## src/rtl/tsq_pkg.sv

```systemverilog
package tsq_pkg;

    localparam int TSQ_TS_W = 64;

    typedef enum logic [3:0] {
        EV_PUSH = 4'd0,
        EV_ROLL = 4'd1,
        EV_HALF = 4'd2,
        EV_HWIN = 4'd3,
        EV_RX   = 4'd4,
        EV_TX   = 4'd5,
        EV_CMP  = 4'd6,
        EV_HOST = 4'd7
    } tsq_evtype_e;

    typedef struct packed {
        logic [TSQ_TS_W-1:0] ts;
        logic [7:0]          domain;
        logic [4:0]          port;
        tsq_evtype_e         etype;
        logic [3:0]          mtype;
        logic [15:0]         seq;
    } tsq_entry_t;

    typedef enum logic [1:0] {
        Q_EMPTY   = 2'd0,
        Q_PARTIAL = 2'd1,
        Q_FULL    = 2'd2
    } tsq_qstate_e;

    localparam logic [3:0] A_CTRL  = 4'd0;
    localparam logic [3:0] A_IRQEN = 4'd1;
    localparam logic [3:0] A_RAW   = 4'd2;
    localparam logic [3:0] A_MASK  = 4'd3;
    localparam logic [3:0] A_PUSH  = 4'd4;
    localparam logic [3:0] A_POP   = 4'd5;
    localparam logic [3:0] A_TSLO  = 4'd6;
    localparam logic [3:0] A_DESC  = 4'd7;
    localparam logic [3:0] A_DOM   = 4'd8;
    localparam logic [3:0] A_TSHI  = 4'd9;

endpackage

```

## src/rtl/tsq_sync_edge.sv

```systemverilog
module tsq_sync_edge #(
    parameter int N = 8
) (
    input  logic         clk,
    input  logic         rst_n,
    input  logic [N-1:0] async_in,
    input  logic [N-1:0] en,
    output logic [N-1:0] rise
);
    for (genvar g = 0; g < N; g++) begin : g_ch
        logic s1, s2, s3;
        always_ff @(posedge clk) begin
            if (!rst_n) begin
                s1 <= 1'b0;
                s2 <= 1'b0;
                s3 <= 1'b0;
            end else begin
                s1 <= async_in[g];
                s2 <= s1;
                s3 <= s2;
            end
        end
        assign rise[g] = s2 & ~s3 & en[g];
    end
endmodule

```

## src/rtl/tsq_arbiter.sv

```systemverilog
module tsq_arbiter
    import tsq_pkg::*;
#(
    parameter int NSRC = 11
) (
    input  logic                       clk,
    input  logic                       rst_n,
    input  logic       [NSRC-1:0]      req,
    input  tsq_entry_t [NSRC-1:0]      req_ent,
    output logic                       out_valid,
    output tsq_entry_t                 out_ent,
    output logic                       collide
);
    logic       [NSRC-1:0] pend;
    tsq_entry_t [NSRC-1:0] slot;
    logic       [NSRC-1:0] gmask;

    // lowest index wins
    always_comb begin
        gmask   = '0;
        out_ent = '0;
        for (int i = NSRC - 1; i >= 0; i--) begin
            if (pend[i]) begin
                gmask      = '0;
                gmask[i]   = 1'b1;
                out_ent    = slot[i];
            end
        end
    end

    assign out_valid = |pend;
    assign collide   = |(req & pend & ~gmask);

    always_ff @(posedge clk) begin
        if (!rst_n) begin
            pend <= '0;
            slot <= '0;
        end else begin
            for (int i = 0; i < NSRC; i++) begin
                if (req[i] && (!pend[i] || gmask[i])) begin
                    pend[i] <= 1'b1;
                    slot[i] <= req_ent[i];
                end else if (gmask[i]) begin
                    pend[i] <= 1'b0;
                end
            end
        end
    end
endmodule

```

## src/rtl/tsq_fifo.sv

```systemverilog
module tsq_fifo
    import tsq_pkg::*;
#(
    parameter int DEPTH = 16
) (
    input  logic                         clk,
    input  logic                         rst_n,
    input  logic                         wr_valid,
    input  tsq_entry_t                   wr_ent,
    input  logic                         rd_pop,
    output tsq_entry_t                   head,
    output logic                         not_empty,
    output logic                         full,
    output logic                         drop,
    output logic [$clog2(DEPTH+1)-1:0]   count
);
    localparam int PTR_W = (DEPTH > 1) ? $clog2(DEPTH) : 1;
    localparam int CNT_W = $clog2(DEPTH + 1);

    tsq_entry_t        mem [DEPTH];
    logic [PTR_W-1:0]  wr_ptr, rd_ptr;
    logic [CNT_W-1:0]  cnt, cnt_nxt;
    tsq_qstate_e       st, st_nxt;
    logic              do_wr, do_rd;

    assign do_wr   = wr_valid && (st != Q_FULL);
    assign do_rd   = rd_pop && (st != Q_EMPTY);
    assign cnt_nxt = cnt + CNT_W'(do_wr) - CNT_W'(do_rd);

    always_comb begin
        st_nxt = st;
        unique case (st)
            Q_EMPTY:   if (do_wr) st_nxt = (cnt_nxt == CNT_W'(DEPTH)) ? Q_FULL : Q_PARTIAL;
            Q_PARTIAL: begin
                if (cnt_nxt == '0)                 st_nxt = Q_EMPTY;
                else if (cnt_nxt == CNT_W'(DEPTH)) st_nxt = Q_FULL;
            end
            Q_FULL:    if (do_rd) st_nxt = (cnt_nxt == '0) ? Q_EMPTY : Q_PARTIAL;
            default:   st_nxt = Q_EMPTY;
        endcase
    end

    always_ff @(posedge clk) begin
        if (!rst_n) begin
            st     <= Q_EMPTY;
            cnt    <= '0;
            wr_ptr <= '0;
            rd_ptr <= '0;
        end else begin
            st  <= st_nxt;
            cnt <= cnt_nxt;
            if (do_wr) wr_ptr <= (wr_ptr == PTR_W'(DEPTH - 1)) ? '0 : wr_ptr + 1'b1;
            if (do_rd) rd_ptr <= (rd_ptr == PTR_W'(DEPTH - 1)) ? '0 : rd_ptr + 1'b1;
        end
    end

    always_ff @(posedge clk) begin
        if (do_wr) mem[wr_ptr] <= wr_ent;
    end

    always_comb begin
        not_empty = 1'b0;
        full      = 1'b0;
        unique case (st)
            Q_EMPTY:   ;
            Q_PARTIAL: not_empty = 1'b1;
            Q_FULL:    begin not_empty = 1'b1; full = 1'b1; end
            default:   ;
        endcase
    end

    assign head  = mem[rd_ptr];
    assign drop  = wr_valid && (st == Q_FULL);
    assign count = cnt;
endmodule

```

## src/rtl/tsq_event_queue.sv

```systemverilog
module tsq_event_queue
    import tsq_pkg::*;
#(
    parameter int DEPTH = 16,
    parameter int HW_CH = 8
) (
    input  logic                clk,
    input  logic                rst_n,
    input  logic [63:0]         ts_now,
    input  logic [HW_CH-1:0]    hw_in,
    input  logic                pkt_valid,
    input  logic                pkt_is_tx,
    input  logic [15:0]         pkt_seq,
    input  logic [3:0]          pkt_mtype,
    input  logic [4:0]          pkt_port,
    input  logic [7:0]          pkt_domain,
    input  logic                cmp_hit,
    input  logic                reg_wr,
    input  logic [3:0]          reg_addr,
    input  logic [31:0]         reg_wdata,
    output logic [31:0]         reg_rdata,
    output logic                irq_o
);
    localparam int NSRC    = HW_CH + 3;
    localparam int PKT_IDX = HW_CH + 1;
    localparam int CMP_IDX = HW_CH + 2;
    localparam int CNT_W   = $clog2(DEPTH + 1);

    logic [HW_CH-1:0]      hw_en, hw_rise;
    logic                  irq_en, ovf;
    logic                  sw_push, pop_req, ovf_clr, ovf_set;
    logic [NSRC-1:0]       req;
    tsq_entry_t [NSRC-1:0] req_ent;
    logic                  arb_valid, collide;
    tsq_entry_t            arb_ent, head;
    logic                  not_empty, full, fifo_drop;
    logic [CNT_W-1:0]      fifo_cnt;
    logic [31:0]           ctrl_rd;
    logic                  unused_wdata;

    assign unused_wdata = ^reg_wdata;

    assign sw_push = reg_wr && (reg_addr == A_PUSH) && reg_wdata[0];
    assign pop_req = reg_wr && (reg_addr == A_POP)  && reg_wdata[0];
    assign ovf_clr = reg_wr && (reg_addr == A_RAW)  && reg_wdata[1];
    assign ovf_set = collide | fifo_drop;

    always_ff @(posedge clk) begin
        if (!rst_n) begin
            hw_en  <= '0;
            irq_en <= 1'b0;
            ovf    <= 1'b0;
        end else begin
            if (reg_wr && reg_addr == A_CTRL)  hw_en  <= reg_wdata[8 +: HW_CH];
            if (reg_wr && reg_addr == A_IRQEN) irq_en <= reg_wdata[0];
            if (ovf_set)      ovf <= 1'b1;
            else if (ovf_clr) ovf <= 1'b0;
        end
    end

    tsq_sync_edge #(.N(HW_CH)) u_sync (
        .clk      (clk),
        .rst_n    (rst_n),
        .async_in (hw_in),
        .en       (hw_en),
        .rise     (hw_rise)
    );

    always_comb begin
        req[0]     = sw_push;
        req_ent[0] = '{ts: ts_now, domain: 8'd0, port: 5'd0, etype: EV_PUSH,
                       mtype: 4'd0, seq: 16'd0};
        for (int i = 0; i < HW_CH; i++) begin
            req[1+i]     = hw_rise[i];
            req_ent[1+i] = '{ts: ts_now, domain: 8'd0, port: 5'(i + 1), etype: EV_HWIN,
                             mtype: 4'd0, seq: 16'd0};
        end
        req[PKT_IDX]     = pkt_valid;
        req_ent[PKT_IDX] = '{ts: ts_now, domain: pkt_domain, port: pkt_port,
                             etype: (pkt_is_tx ? EV_TX : EV_RX),
                             mtype: pkt_mtype, seq: pkt_seq};
        req[CMP_IDX]     = cmp_hit;
        req_ent[CMP_IDX] = '{ts: ts_now, domain: 8'd0, port: 5'd0, etype: EV_CMP,
                             mtype: 4'd0, seq: 16'd0};
    end

    tsq_arbiter #(.NSRC(NSRC)) u_arb (
        .clk       (clk),
        .rst_n     (rst_n),
        .req       (req),
        .req_ent   (req_ent),
        .out_valid (arb_valid),
        .out_ent   (arb_ent),
        .collide   (collide)
    );

    tsq_fifo #(.DEPTH(DEPTH)) u_fifo (
        .clk       (clk),
        .rst_n     (rst_n),
        .wr_valid  (arb_valid),
        .wr_ent    (arb_ent),
        .rd_pop    (pop_req),
        .head      (head),
        .not_empty (not_empty),
        .full      (full),
        .drop      (fifo_drop),
        .count     (fifo_cnt)
    );

    always_comb begin
        ctrl_rd                = '0;
        ctrl_rd[8 +: HW_CH]    = hw_en;
    end

    always_comb begin
        reg_rdata = '0;
        case (reg_addr)
            A_CTRL:  reg_rdata = ctrl_rd;
            A_IRQEN: reg_rdata = {31'd0, irq_en};
            A_RAW:   reg_rdata = {30'd0, ovf, not_empty};
            A_MASK:  reg_rdata = {31'd0, not_empty & irq_en};
            A_TSLO:  if (not_empty) reg_rdata = head.ts[31:0];
            A_DESC:  if (not_empty) reg_rdata = {3'd0, head.port, head.etype, head.mtype, head.seq};
            A_DOM:   if (not_empty) reg_rdata = {24'd0, head.domain};
            A_TSHI:  if (not_empty) reg_rdata = head.ts[63:32];
            default: reg_rdata = '0;
        endcase
    end

    assign irq_o = not_empty & irq_en;
endmodule

```

## config.mk

```make
export PLATFORM = sky130hd
export DESIGN_NAME = tsq_event_queue
export DESIGN_NICKNAME = d
export VERILOG_FILES = /design/src/rtl/tsq_pkg.sv /design/src/rtl/tsq_sync_edge.sv /design/src/rtl/tsq_arbiter.sv /design/src/rtl/tsq_fifo.sv /design/src/rtl/tsq_event_queue.sv
export SDC_FILE = /design/constraint.sdc
export NUM_CORES = 2
export LEC_CHECK = 0
export ABC_AREA = 1
export BUFFER_PORTS_ARGS = -buffer_cell sky130_fd_sc_hd__buf_4
export CAP_MARGIN = 20
export CORE_UTILIZATION = 24
export DETAILED_ROUTE_END_ITERATION = 8
export SLEW_MARGIN = 40
export SYNTH_ARGS = -nofsm -noshare
export SYNTH_HDL_FRONTEND = slang
export SYNTH_SLANG_ARGS = --single-unit
```

## constraint.sdc

```tcl
create_clock -name clk -period 5.65 [get_ports clk]
set_input_delay 0.565 -clock clk [delete_from_list [all_inputs] [get_ports clk]]
set_output_delay 0.565 -clock clk [all_outputs]
set_load 0.02 [all_outputs]
```

======== Yosys cells after proc, flatten, opt, wreduce, memory -nomap -nowiden ========
Memory sizes are Yosys's and may differ from the RTL's. A register that Yosys moved wholly into a read port is not among the register bits.
Cells that the tools add are included.
cells by class
  add/subtract/negate cells ............... 4
  eq/ne operators ......................... 18
  muxes and demuxes ....................... 66
  bitwise operators ....................... 29
  reduce and logical (&&, ||, !) cells .... 64
operators with widths
  cell                   count
  $mux W101              11
  $pmux W32 S8           1
  $mux W11               11
  $mux W32               2
  $mux W1                29
  $mux W29               1
  $reduce_bool A2 Y1     13
  $and A11 B11 Y11       2
  $logic_and A1 B1 Y1    22
  $reduce_or A11 Y1      2
  $and A1 B1 Y1          17
  $eq A4 B3 Y1 const B   4
  $eq A4 B4 Y1 const B   4
  $mux W4                4
  $logic_not A1 Y1       11
  $logic_or A1 B1 Y1     11
  $not A11 Y11           1
  $mux W2                5
  $add A4 B1 Y4 const B  2
  $eq A4 B2 Y1 const B   2
  $mux W8                1
  $not A1 Y1             8
  $pmux W2 S3            1
  $add A5 B1 Y5          1
  other kinds (14)       15
word-level totals
  flip-flop bits (word level) ............. 815
  memory bits (writable) .................. 1,616
  input bits .............................. 147
  output and inout port bits .............. 33
  memories ................................ 1
memory list
  memory      words  width  read ports  clocked after Yosys merged registers in  write ports  line            source
  u_fifo.mem  16     101    1           1                                        1            tsq_fifo.sv:20  tsq_entry_t mem [DEPTH];

======== Logic depth before layout (Yosys ltp) ========
  depth in word-level cells ............... 16
  gate-level depth with buffers ........... 19
  mapped depth without buffers ............ 19

======== Cells and area by module ========
A second synthesis with hierarchy kept.
second synthesis, totals
  cell total of the unflattened synthesis .. 11,821
  area, all modules ....................... 115,965.0 sq um
modules (own cells, without submodules)
  module           times used  cells each  area an instance (sq um)
  tsq_fifo         1           4,404       65,451.5
  tsq_arbiter      1           6,956       47,919.7
  tsq_event_queue  1           371         1,850.5
  tsq_sync_edge    1           90          743.2

======== Worst setup path before layout ========
OpenSTA, ideal clock, no wires.
  path kind ............................... reg-to-reg
  start ................................... register u_fifo.st[0]
  end ..................................... memory u_fifo.mem[0][0] in the netlist's numbering, enable pin
  library setup time ...................... 0.560 ns
  data arrival time ....................... 5.238 ns
  data required time ...................... 5.090 ns
  path slack .............................. -0.148 ns
  stages on the path, launching flop included .. 8
  period minus slack after synthesis ...... 5.798 ns
  path through ............................ dfxtp_1 > inv_1 > ha_1 > inv_1 > nand2_1 > inv_1 > nand2_1 > nor2_1
on the way
  longest elaborated chain between the ends .. 4
ends and longest elaborated chain
  item                           line            source
  start: declaration             tsq_fifo.sv:23  tsq_qstate_e st, st_nxt;
  start signal: assignment       tsq_fifo.sv:50  st <= st_nxt;
  $ne A2 B2 Y1                   tsq_fifo.sv:26  assign do_wr = wr_valid && (st != Q_FULL);
  $logic_and A1 B1 Y1            tsq_fifo.sv:26
  via u_fifo.do_wr               tsq_fifo.sv:24  logic do_wr, do_rd;
  $mux W1                        tsq_fifo.sv:58  if (do_wr) mem[wr_ptr] <= wr_ent;
  $mux W1 (implied by the code)  tsq_fifo.sv:58
  end: declaration               tsq_fifo.sv:20
The timed path passes the listed nets, and every way through them passes these cells.

==> reports/qor.csv <==
metric,value,unit
status,"finished, final reports clean",
final instance area,0.1153,sq mm
antenna violations before repair,46,
post-synth top area share,48.53,%
width of the die,644.3,um
Final setup viols,0,
worst slew pin tran,0.9379,ns
PortBufs,157,
Design Power,0.03719,W
CP max-delay cell,buf_4,
sequential-to-total area share from yosys stat,64.95,%
RSZ-0062 raised after global routing,no,
most common cell in the netlist,nor2_1,
core area,0.4102,sq mm
std cell rows,235,
DR vias,74840,
startpoint types,flip-flop,
cts repair resizes,0,
max_slew headroom,37.47,%
Hold Buf Count CTS,94,
GRT Resource Usage Total,14.81,%
"most used cell, CP",buf_4,
Max Clock Skew,0.07248,ns
fin crit period,4.959,ns
Inserted Clock Buffers,237,
Placer Congestion,0.7859,
Post-Syn Instances,10250,
# clock sinks,2412,
final hold violations,0,
post-synth top area cell,edfxtp_1,
Final #Nets,10330,
Flop pwr share,52.0,%
Peak VDD IR,0.3000,mV
CTS root buf,clkbuf_16,
Worst-Skew Late Latency,0.91,ns
fin crit share,87.77,%
P_leak,40.05,nW
synthesis warning total,0,
die area,0.4151,sq mm
clock power share,41.4,%
# fillers,42720,
grt total ovfl,0,
CTS tree,done,
min setup slack post-route,0.6908,ns
fmax,201.6,MHz
final slew viol count,0,
initial core utilization,24.14,%
CP peak stage delay,0.53,ns
worst-path cell chain,inv_16 -> buf_16 -> buf_16 -> buf_4 -> buf_4 -> o21ai_0 -> o221ai_1 -> nand3_1 -> nand2_1 -> nand3_1 -> nand2_1 -> buf_4,
Post-Syn Area,0.09900,sq mm
Wirelength per Cell,20.21,um
Area contributors post-synth,"edfxtp_1 (49%), dfxtp_1 (16%), nor2_1 (8.1%)",
"Net Count, Synth",10410,
# Max-Cap Violations,0,
via/cell ratio,4.733,
number of routed nets with antenna violations,0,
Int Power,0.02847,W
detailed placement HPWL,175900,um
"Req. time, crit path",5.09,ns
Synth Area per Inst,9.660,sq um
largest net degree at the start of global routing,216,
Switch Pwr,0.008712,W
Yosys reg bits,2412,
Pre-Repair DR Iteration Count,5,
crit end category,output pin,
Crit Path Max Fanout,93,
vias in the first global route,69050,
Worst Hold Class,in2reg,
Worst Path Arrival,4.39,ns
Worst-path clk slew,0.06,ns
Post-synth top cells,"nor2_1 (2145), nand2_1 (1675), edfxtp_1 (1600)",
Bufs on Longest Clock Path,4,
Netlist cell types,39,
DRC Markers,0,
die height,644.3,um
Synth Flop Type,edfxtp_1,
ys async rst share,0,%
share of layout cells above drive strength 1,8.122,%
Layout area overhead,16.42,%
Sw Share,23.43,%
Post-Route WL,319500,um
IO Count,180,
Worst Hold Slack,0.02124,ns
H-Tree Depth,4,
Buf/Inv on CP,6,
Area after DPL,0.1067,sq mm
post-layout util,28.10,%
"CP delay by family, top",buffers and inverters,
"EDFF count, synth",1600,
initial drt markers,8329,
Post-CTS Setup Bufs,0,
PD cells,322.6,mW/mm^2
global-route wire length before repair,469500,um
Crit Path Category,reg2out,
Place WS,1.557,ns
combinational power share,6.6,%
==> area by class of cell <==
type	count	area, sq um	share of cell area, %
Sequential cell	2412	64340	55.83
Multi-Input combinational cell	6781	30650	26.59
Tap cell	5451	6820	5.918
Clock buffer	315	6457	5.603
Timing Repair Buffer	490	5075	4.403
Inverter	248	987.2	0.8565
Clock inverter	108	900.9	0.7816
Antenna cell	9	22.52	0.01954
==> per-layer routing <==
layer | track usage [%] | share of wire (%)
met4 | 4.160 | 2.9
met5 | 0 | 0.046
met1 | 20.44 | 43
met3 | 2.363 | 8.3
met2 | 23.92 | 46
==> power groups by stage <==
stage | Sequential [W] | Clock (W) | Combinational [W]
floorplan | 0.0197 | 0 | 0.00135
global placement | 0.0197 | 0 | 0.00232
detailed placement | 0.0197 | 0 | 0.00238
CTS | 0.0193 | 0.0156 | 0.00245
global route | 0.0194 | 0.0163 | 0.00270
finish | 0.0193 | 0.0154 | 0.00245
==> state kept, by name (all words and copies together), names as in the netlist, named ones only <==
name / cells
u_arb.slot: 748
hw_en: 8
u_sync.g_ch.s1: 8
u_arb.pend: 11
u_fifo.st: 2
ovf: 1
u_fifo.wr_ptr: 4
u_sync.g_ch.s3: 8
irq_en: 1
u_fifo.count: 5
u_sync.g_ch.s2: 8
u_fifo.mem: 1600
u_fifo.rd_ptr: 4
==> through the flow <==
step	cells	TNS (ns)
detailed placement	15280	0
global route	15810	0
floorplan	10250	-207.36
CTS	15800	0
global placement	15260	0
finish	15810	0
==> final timing paths <==
| kind | from | to | slack (ns) | cells past startpoint |
|---|---|---|---|---|
| worst max-delay path | flip-flop | reg_rdata[30] | 0.69 | 12 |
| worst min-delay path | pkt_domain[6] | u_arb.slot[944] | 0.02 | 3 |
| worst max register to register | u_arb.pend[6] | u_arb.slot[1051] | 1.69 | 12 |
| worst min register to register | u_sync.g_ch[5].s2 | u_sync.g_ch[5].s3 | 0.40 | 2 |
==> cell families (layout without fill, tap and decap cells) <==
logic type,count (synthesis),after routing,synth area share [%]
buffers and inverters,1055,1161,4.542
other,0,9,0
AO/OA/AOI/OAI,1771,1771,9.715
adder cells (fa/ha/maj),15,15,0.1972
XOR/XNOR,5,5,0.04424
AND/OR/NAND/NOR,4990,4990,20.55
flip-flops,2412,2412,64.95
==> worst reg2reg max path, cell delays in order (launching register included) <==
cell and delay [ns]:
dfxtp_4 0.45, nor2_4 0.14, buf_4 0.46, nand2_4 0.10, buf_4 0.31, nor3_2 0.31
nand2_1 0.13, nand2_1 0.16, nand2_4 0.33, inv_2 0.51, buf_4 0.71, nor2_1 0.12
nor2_1 0.12
==> cells in the final DEF (no fill, tap or decap), types with 6 or more instances in the layout <==
master and n:
ha_1 13, nand2_1 1664, buf_16 23, buf_12 50, bufinv_16 13, diode_2 9, clkinv_1 38, buf_6 8
inv_1 227, clkbuf_8 19, buf_8 6, nor2_2 31, o211ai_1 185, dfxtp_4 11, nor2_4 22, inv_2 10
clkinv_2 47, edfxtp_1 1600, o21ai_0 1108, nand2_2 6, nor2_1 2097, inv_6 6, clkbuf_1 56, o2111ai_4 6
buf_4 309, o2111ai_1 56, nand2_4 7, dlygate4sd3_1 94, nand3_1 1074, nand4_1 75, o21ai_1 191, a21oi_1 206
clkbuf_16 239, o221ai_1 9, dfxtp_1 801
Power figures use the tool's default switching activity.
